$ cat src/rtl/sdac_pkg.sv
package sdac_pkg;
    localparam int DATA_W = 16;
    localparam int CNT_W  = $clog2(DATA_W + 2);

    localparam logic [DATA_W-1:0] MID_CODE = DATA_W'(1) << (DATA_W - 1);
    localparam logic [DATA_W-1:0] OFF_CODE = '0;

    // pin slots of the synchroniser bank
    localparam int PIN_FRAME = 0;
    localparam int PIN_SCLK  = 1;
    localparam int PIN_SDIN  = 2;
    localparam int PIN_LOAD  = 3;
    localparam int PIN_CLR   = 4;
    localparam int PIN_PWRDN = 5;
    localparam int NUM_PINS  = 6;
    localparam logic [NUM_PINS-1:0] PIN_IDLE = 6'b111011;

    typedef struct packed {
        logic fell;
        logic rose;
    } edge_t;

    typedef struct packed {
        logic [DATA_W-1:0] hold;
        logic [DATA_W-1:0] dac;
        logic              mid;
    } regs_t;

    function automatic logic [DATA_W-1:0] pick_code(
        input logic              off,
        input logic              mid,
        input logic [DATA_W-1:0] dac
    );
        if (off)      return OFF_CODE;
        else if (mid) return MID_CODE;
        else          return dac;
    endfunction
endpackage

$ cat src/rtl/sdac_sync.sv
module sdac_sync #(
    parameter int   STAGES  = 2,
    parameter logic RST_VAL = 1'b1
) (
    input  logic clk,
    input  logic rst,
    input  logic d,
    output logic q
);
    logic [STAGES-1:0] chain_q;

    always_ff @(posedge clk) begin
        if (rst) chain_q <= {STAGES{RST_VAL}};
        else     chain_q <= {chain_q[STAGES-2:0], d};
    end

    assign q = chain_q[STAGES-1];
endmodule

$ cat src/rtl/sdac_shift.sv
module sdac_shift
    import sdac_pkg::*;
(
    input  logic              clk,
    input  logic              rst,
    input  logic              frame_lvl,
    input  edge_t             frame_e,
    input  logic              sclk_fell,
    input  logic              sdin_lvl,
    output logic [DATA_W-1:0] sh_q,
    output logic [CNT_W-1:0]  cnt_q,
    output logic              frame_ok,
    output logic              sdo,
    output logic              sdo_en
);
    logic active;
    logic take;

    assign active = ~frame_lvl;
    assign take   = active & sclk_fell;

    always_ff @(posedge clk) begin
        if (rst) begin
            sh_q  <= '0;
            cnt_q <= '0;
        end else begin
            if (take) sh_q <= {sh_q[DATA_W-2:0], sdin_lvl};
            if (frame_e.fell)
                cnt_q <= take ? CNT_W'(1) : '0;
            else if (take && cnt_q != CNT_W'(DATA_W + 1))
                cnt_q <= cnt_q + CNT_W'(1);
        end
    end

    assign frame_ok = frame_e.rose && (cnt_q == CNT_W'(DATA_W));
    assign sdo_en   = active;
    assign sdo      = active ? sh_q[DATA_W-1] : 1'b1;
endmodule

$ cat src/rtl/sdac_regs.sv
module sdac_regs
    import sdac_pkg::*;
(
    input  logic              clk,
    input  logic              rst,
    input  logic              frame_ok,
    input  logic [DATA_W-1:0] sh,
    input  logic              load_lvl,
    input  logic              load_fell,
    input  logic              clr_fell,
    input  logic              pwrdn_lvl,
    output regs_t             st_q,
    output logic              load_ev,
    output logic [DATA_W-1:0] code_q,
    output logic              off_q
);
    logic [DATA_W-1:0] hold_nxt;

    assign load_ev  = load_fell | (frame_ok & ~load_lvl);
    assign hold_nxt = frame_ok ? sh : st_q.hold;

    always_ff @(posedge clk) begin
        if (rst) begin
            st_q   <= '0;
            code_q <= OFF_CODE;
            off_q  <= 1'b0;
        end else begin
            st_q.hold <= hold_nxt;
            if (load_ev) st_q.dac <= hold_nxt;
            if (clr_fell)     st_q.mid <= 1'b1;
            else if (load_ev) st_q.mid <= 1'b0;
            code_q <= pick_code(~pwrdn_lvl, st_q.mid, st_q.dac);
            off_q  <= ~pwrdn_lvl;
        end
    end
endmodule

$ cat src/rtl/sdac_front.sv
module sdac_front
    import sdac_pkg::*;
#(
    parameter int SYNC_STAGES = 2
) (
    input  logic              clk,
    input  logic              rst,
    input  logic              frame_n,
    input  logic              sclk,
    input  logic              sdin,
    input  logic              load_n,
    input  logic              clr_n,
    input  logic              pwrdn_n,
    output logic              sdo,
    output logic              sdo_en,
    output logic [DATA_W-1:0] code_out,
    output logic              powered_down
);
    logic [NUM_PINS-1:0] pins_raw;
    logic [NUM_PINS-1:0] pins_s;

    assign pins_raw = {pwrdn_n, clr_n, load_n, sdin, sclk, frame_n};

    for (genvar i = 0; i < NUM_PINS; i++) begin : g_sync
        sdac_sync #(
            .STAGES (SYNC_STAGES),
            .RST_VAL(PIN_IDLE[i])
        ) u_sync (
            .clk(clk),
            .rst(rst),
            .d  (pins_raw[i]),
            .q  (pins_s[i])
        );
    end

    // previous levels of the pins whose edges matter
    logic frame_p, sclk_p, load_p, clr_p;

    always_ff @(posedge clk) begin
        if (rst) begin
            frame_p <= 1'b1;
            sclk_p  <= 1'b1;
            load_p  <= 1'b1;
            clr_p   <= 1'b1;
        end else begin
            frame_p <= pins_s[PIN_FRAME];
            sclk_p  <= pins_s[PIN_SCLK];
            load_p  <= pins_s[PIN_LOAD];
            clr_p   <= pins_s[PIN_CLR];
        end
    end

    edge_t frame_e;
    logic  sclk_fell, load_fell, clr_fell;

    assign frame_e.fell = frame_p & ~pins_s[PIN_FRAME];
    assign frame_e.rose = ~frame_p & pins_s[PIN_FRAME];
    assign sclk_fell    = sclk_p & ~pins_s[PIN_SCLK];
    assign load_fell    = load_p & ~pins_s[PIN_LOAD];
    assign clr_fell     = clr_p & ~pins_s[PIN_CLR];

    logic [DATA_W-1:0] sh_q;
    logic [CNT_W-1:0]  cnt_q;
    logic              frame_ok;

    sdac_shift u_shift (
        .clk      (clk),
        .rst      (rst),
        .frame_lvl(pins_s[PIN_FRAME]),
        .frame_e  (frame_e),
        .sclk_fell(sclk_fell),
        .sdin_lvl (pins_s[PIN_SDIN]),
        .sh_q     (sh_q),
        .cnt_q    (cnt_q),
        .frame_ok (frame_ok),
        .sdo      (sdo),
        .sdo_en   (sdo_en)
    );

    regs_t st_q;
    logic  load_ev;

    sdac_regs u_regs (
        .clk      (clk),
        .rst      (rst),
        .frame_ok (frame_ok),
        .sh       (sh_q),
        .load_lvl (pins_s[PIN_LOAD]),
        .load_fell(load_fell),
        .clr_fell (clr_fell),
        .pwrdn_lvl(pins_s[PIN_PWRDN]),
        .st_q     (st_q),
        .load_ev  (load_ev),
        .code_q   (code_out),
        .off_q    (powered_down)
    );
endmodule

$ cat config.mk
export PLATFORM = sky130hd
export DESIGN_NAME = sdac_front
export DESIGN_NICKNAME = d
export VERILOG_FILES = /design/src/rtl/sdac_pkg.sv /design/src/rtl/sdac_sync.sv /design/src/rtl/sdac_shift.sv /design/src/rtl/sdac_regs.sv /design/src/rtl/sdac_front.sv
export SDC_FILE = /design/constraint.sdc
export NUM_CORES = 1
export LEC_CHECK = 0
export ABC_AREA = 1
export BUFFER_PORTS_ARGS = -buffer_cell sky130_fd_sc_hd__buf_2
export CORE_UTILIZATION = 35
export DETAILED_ROUTE_END_ITERATION = 16
export RECOVER_POWER = 50
export SYNTH_ARGS = -nofsm -noshare
export SYNTH_HDL_FRONTEND = slang
export SYNTH_SLANG_ARGS = --single-unit
$ cat constraint.sdc
create_clock -name clk -period 1.7 [get_ports clk]
set_clock_uncertainty 0.2 [all_clocks]
set_input_delay 0.17 -clock clk [delete_from_list [all_inputs] [get_ports clk]]
set_output_delay 0.17 -clock clk [all_outputs]
set_load 0.01 [all_outputs]
==> results.yml, run 1 <==
status:
  outcome: "finished, final reports clean"
power:
  power.share.switching: 0.222
  cellPowerDensity_nw_per_um2: 976
  power.switching_mw: 0.838
  power_frac_seq: 0.560
  ir_worst_vdd_mv: 0.532
  p_comb_frac: 0.054
  p_int_mw: 2.93
  leakagePower_nw: 1.67
  power.clock.fraction: 0.386
synth:
  synth_top_area_share: 0.536
  synth_fa_ha_area_frac: 0.0116
  synth-seq-cells: 87
  synthTopCellsByArea: "dfxtp_1 54%, nand2_1 9.5%, nor2_1 7.5%"
  synth-simple-area-share: 0.280
  seq_area_frac_synth: 0.536
  synth_area_um2: 3250
  synthesis.nets: 427
  synth_top_area_cell: "dfxtp_1"
  synth_top_flop_cell: "dfxtp_1"
  synth_mux_area_frac: 0
  synth_most_common_cell: "dfxtp_1"
  synthesis.instances: 416
  synth_top_family_by_area: "simple AND/OR/NAND/NOR gates"
  synthArstFlopShare: 0
  yosys_warnings: 0
  yosysUniqueCellTypes: 24
  synth_compound_area_frac: 0.0632
  synth_common_cells: "87 x dfxtp_1, 82 x nand2_1, 65 x nor2_1, 61 x inv_1, 24 x nand3_1"
  synth_xor_area_frac: 0
  synth_area_per_cell_um2: 7.81
  synth-edff-count: 0
grt:
  grt_pass1_wl_mm: 10.0
  grt_max_degree: 34
  grtUsageTotal: 0.130
  gr-total-overflow: 0
  antenna_found_initial: 0
  grt_pass1_vias: 2457
job:
  cap_violations: 0
timing:
  finalSetupTns_ns: 0
  max_freq_mhz: 624
  fin_crit_sh: 0.943
  rsz0062_at_grt: "true"
  hold_ws_ns: 0.214
  drv_slew: 0
  setup_ws_ns: 0.0974
  setup_viol_count_final: 0
  finalHoldViolations: 0
  slew_headroom: 0.658
  tightestPinTransition_ns: 0.513
  finalCriticalPeriod_ns: 1.60
worst_setup_path:
  endpoint: "u_regs.st_q[1]"
  arrival_ns: 1.65
  regToRegEndpoint: "u_regs.st_q[1]"
  crit_fanout: 8
  rr_startpoint: "u_shift.cnt_q[0]"
  cp.required_ns: 1.75
  startpoint: "u_shift.cnt_q[0]"
  reg2reg_slack_ns: 0.1
  critPathKind: "reg2reg"
  reg2reg_depth: 10
  critPathCaptureType: "flop"
  cp-start-kind: "flop"
floorplan:
  die_area_um2: 9670
  initial_core_util: 0.367
  rows: 34
  fp.dieH_um: 98.3
  io_pins: 27
  die_w_um: 98.3
  core_um2: 8850
clocking:
  cts_root_buf: "clkbuf_8"
  cts_tree: "done"
  cts_buffers: 9
  clock_sinks: 87
  worstSkewPairLatency_ns: 0.35
  clockBufferDepth: 2
  post-cts-setup-buffers: 0
  cts.reportedPaths.clkPinSlew_ns: 0.08
  htreeDepth: 3
detailed_routing:
  wl_per_cell_um: 10.2
  drc: 0
  ant_nets: 0
  drt_iter0_markers: 64
  post_drt_via_cell_ratio: 4.35
  num_vias: 2460
  drt-total-wl_mm: 5.79
  dr.pass1.iters: 6
finish:
  area_growth_syn_to_layout_pct: 18.8
  fin_util: 0.436
  fillers: 900
  finalNonFillerCells: 566
  num-nets-final: 464
  layout-drive-gt1-share: 0.212
  diodes: 0
place:
  place.gp.congestion: 0.706
  preCtsSetupSlack_ns: 0.0651
  portBuffers: 26
  place_inst: 541
  hpwl_mm: 3.68
min_path:
  min_path_type: "reg2reg"
==> flip-flops by register name (all words and copies together) (netlist names) <==
register               cells
u_shift.sh_q              16
u_regs.st_q               33
u_regs.off_q               1
u_shift.cnt_q              5
g_sync.u_sync.chain_q     12
load_p                     1
u_regs.code_q             16
clr_p                      1
sclk_p                     1
frame_p                    1
==> worst min path at each step <==
stage	from	end	slack [ns]	cells past startpoint
after global routing	g_sync[0].u_sync.chain_q[0]	g_sync[0].u_sync.chain_q[1]	0.23	1
after detailed placement	clr_n	g_sync[4].u_sync.chain_q[0]	0.16	2
after CTS	g_sync[0].u_sync.chain_q[0]	g_sync[0].u_sync.chain_q[1]	0.22	1
after global placement	sclk	g_sync[1].u_sync.chain_q[0]	0.15	2
after floorplan	frame_n	g_sync[0].u_sync.chain_q[0]	0.07	1
final	g_sync[0].u_sync.chain_q[0]	g_sync[0].u_sync.chain_q[1]	0.21	1
==> power groups by stage <==
stage	logic, mW	clock network, mW	registers (mW)
2_1_floorplan	0.138	0	2.16
3_3_place_gp	0.185	0	2.16
3_5_place_dp	0.189	0	2.16
4_1_cts	0.202	1.51	2.11
5_1_grt	0.233	1.59	2.12
6_report	0.203	1.45	2.11
==> metrics by stage <==
step | instance area (µm²) | power (mW)
final | 3860 | 3.76
after global routing | 3860 | 3.94
after CTS | 3760 | 3.82
after detailed placement | 3480 | 2.35
after global placement | 3480 | 2.34
after floorplan | 3250 | 2.30
==> repair_timing <==
action | in CTS | in global routing
endpoints found under the hold margin | 7 | 0
setup endpoints to repair | 0 | 17
resized for setup | 0 | 16
hold buffers | 7 | 0
==> layer usage <==
| layer | GRT usage | vias up | part of all wire |
|---|---|---|---|
| met5 | 0 | - | 0 |
| li1 | - | 1320 | - |
| met1 | 0.139 | 1101 | 0.47 |
| met3 | 0.0429 | 8 | 0.033 |
| met2 | 0.235 | 31 | 0.48 |
| met4 | 0.0517 | 0 | 0.014 |
==> area by class of cell <==
type	count	area, µm²	area share
repair buffers	44	320	0.0830
multi-input cells	248	1210	0.315
well taps	108	135	0.0350
clock buffers	11	151	0.0392
flip-flops and latches	87	1740	0.452
inverters	63	236	0.0613
clock inverters	5	56.3	0.0146
==> worst max-delay path, cell delays in order (launching register included) <==
cell	delay [ns]
dfxtp_2	0.32
inv_1	0.05
ha_2	0.16
nand2_2	0.07
nor2_4	0.18
clkbuf_16	0.19
nand3_1	0.07
nand2_1	0.10
nand2_1	0.06
nand2_1	0.05
nor2_1	0.04
==> cells in the final DEF (no fill, tap or decap), types with 2 or more instances in the layout <==
master / count
o21ai_0: 19
buf_2: 26
clkinv_2: 2
inv_1: 60
dlygate4sd3_1: 7
inv_2: 3
nand2_1: 77
or2_2: 10
dfxtp_1: 86
nand3_2: 3
nor2_2: 10
nand3_1: 21
nand3_4: 2
nor2_1: 65
nand4_1: 2
buf_4: 8
a21oi_1: 21
clkbuf_8: 11
nand2_2: 9
ha_1: 2
==> logic make-up (layout without fill, tap and decap cells) <==
kind of cell,after synthesis,count (layout)
flops,87,87
buf+inv,82,123
compound gates,41,41
simple gates,203,204
fa+ha+maj,3,3
(Power assumes the default switching activity.)
==> inputs of run 2 (changes only) <==
--- a/config.mk
+++ b/config.mk
@@ -7,8 +7,10 @@
 export LEC_CHECK = 0
 export ABC_AREA = 1
 export BUFFER_PORTS_ARGS = -buffer_cell sky130_fd_sc_hd__buf_2
-export CORE_UTILIZATION = 35
+export CORE_MARGIN = 8
+export CORE_UTILIZATION = 50
 export DETAILED_ROUTE_END_ITERATION = 16
+export PLACE_DENSITY = 0.71
 export RECOVER_POWER = 50
 export SYNTH_ARGS = -nofsm -noshare
 export SYNTH_HDL_FRONTEND = slang
==> run 2 against run 1 <==
Cell count is 5.3% lower. Sequential power is essentially flat. Combinational power increased by 4%. Total power is 3.0% lower. Fmax down 2.1%. Cell area fell by 1.8%. Wire length up 6.8%. Critical endpoint is now u_regs.st_q[6]. Largest power group unchanged.
==> results.yml, run 2 (same netlist as run 1, synthesis figures left out) <==
status:
  outcome: "finished, final reports clean"
timing:
  finalHoldViolations: 0
  slew_headroom: 0.629
  max_freq_mhz: 611
  tightestPinTransition_ns: 0.555
  finalCriticalPeriod_ns: 1.64
  setup_viol_count_final: 0
  drv_slew: 0
  fin_crit_sh: 0.963
grt:
  gr-total-overflow: 0
  grtUsageTotal: 0.131
  grt_pass1_wl_mm: 10.4
  grt_pass1_vias: 2444
  grt_max_degree: 34
  antenna_found_initial: 0
power:
  ir_worst_vdd_mv: 0.695
  power_mw: 3.65
  leakagePower_nw: 1.58
  cellPowerDensity_nw_per_um2: 964
clocking:
  cts_root_buf: "clkbuf_8"
  clock_sinks: 87
  clockBufferDepth: 2
  cts.reportedPaths.clkPinSlew_ns: 0.09
  worstSkewPairLatency_ns: 0.35
  htreeDepth: 3
  cts_tree: "done"
  cts_buffers: 9
worst_setup_path:
  cp-start-kind: "flop"
  crit_fanout: 8
  critPathCaptureType: "flop"
  arrival_ns: 1.69
  cp.required_ns: 1.76
  critPathKind: "reg2reg"
floorplan:
  io_pins: 27
  fp.dieH_um: 96.6
  rows: 29
  die_area_um2: 9330
  die_w_um: 96.6
  core_um2: 6310
  initial_core_util: 0.514
detailed_routing:
  dr.pass1.iters: 4
  post_drt_via_cell_ratio: 4.73
  wl_per_cell_um: 11.5
  drc: 0
  num_vias: 2535
  drt-total-wl_mm: 6.18
  ant_nets: 0
  drt_iter0_markers: 144
place:
  place.gp.congestion: 0.829
  portBuffers: 26
  place_inst: 507
  hpwl_mm: 3.81
finish:
  reg_top3: "u_regs.st_q x33, u_regs.code_q x16, u_shift.sh_q x16"
  layout-drive-gt1-share: 0.161
  finalNonFillerCells: 536
  diodes: 0
  regMostFlops: "u_regs.st_q"
  final_common_cell: "dfxtp_1"
  most-common-layout-cells: "86 x dfxtp_1, 79 x nand2_1, 65 x nor2_1, 59 x inv_1, 24 x nand3_1"
  num-nets-final: 465
  largest_reg_flops: 33
  area_growth_syn_to_layout_pct: 16.6
job:
  cap_violations: 0
min_path:
  min_path_type: "reg2reg"
## run 2: stage by stage
stage / setup WS (ns) / instance area (µm²) / TNS (ns) / hold slack [ns] / util
detailed placement: -0.0415 / 3440 / -0.435 / 0.156 / 0.544
floorplan: 0.115 / 3250 / 0 / 0.0738 / -
CTS: 0.0127 / 3720 / 0 / 0.213 / 0.590
global placement: 0.0289 / 3440 / 0 / 0.155 / 0.544
finish: 0.0634 / 3790 / 0 / 0.204 / 0.600
global route: -0.0189 / 3790 / -0.104 / 0.228 / 0.600
## run 2: worst max-delay path, cell delays in order, from the launching register on
cell     delay [ns]
dfxtp_2        0.34
inv_2          0.08
ha_4           0.14
nand2_4        0.06
nor2_4         0.14
nand3_4        0.20
nand2_4        0.18
nand2_1        0.07
nand2_1        0.07
nor2_1         0.04
## run 2: per-layer routing
layer  routed length, µm  share of wire  global-route usage
met1                2880           0.47               0.144
met2                2910           0.47               0.225
met3                 314          0.051              0.0313
met4                  78          0.013              0.0746
met5                   0              0                   0
## run 2: layout make-up
| class | instances | area [µm²] |
|---|---|---|
| Sequential cell | 87 | 1740 |
| Timing Repair Buffer | 42 | 273 |
| Tap cell | 77 | 96.3 |
| Fill cell | 600 | 2530 |
| Clock inverter | 6 | 51.3 |
| Multi-Input combinational cell | 251 | 1260 |
| Inverter | 63 | 236 |
| Clock buffer | 10 | 128 |
## run 2: final timing paths
kind                                                  start  cells after the start                           to  slack, ns
worst max register to register             u_shift.cnt_q[1]                      9               u_regs.st_q[6]       0.06
worst min register to register  g_sync[2].u_sync.chain_q[0]                      2  g_sync[2].u_sync.chain_q[1]       0.20
worst max-delay path                       u_shift.cnt_q[1]                      9               u_regs.st_q[6]       0.06
worst min-delay path            g_sync[2].u_sync.chain_q[0]                      2  g_sync[2].u_sync.chain_q[1]       0.20
## run 2: where the power goes
group	switching [mW]	total, mW	internal [mW]
sequential	0.0211	2.11	2.09
clock	0.774	1.33	0.556
combinational	0.128	0.211	0.0836
## run 2: timing repair
action,CTS,global route
pin swaps,1,2
cloned,1,3
resized for setup,2,14
endpoints found under the setup margin,16,32
setup buffers,0,1
endpoints found under the hold margin,9,0
hold buffers,8,0
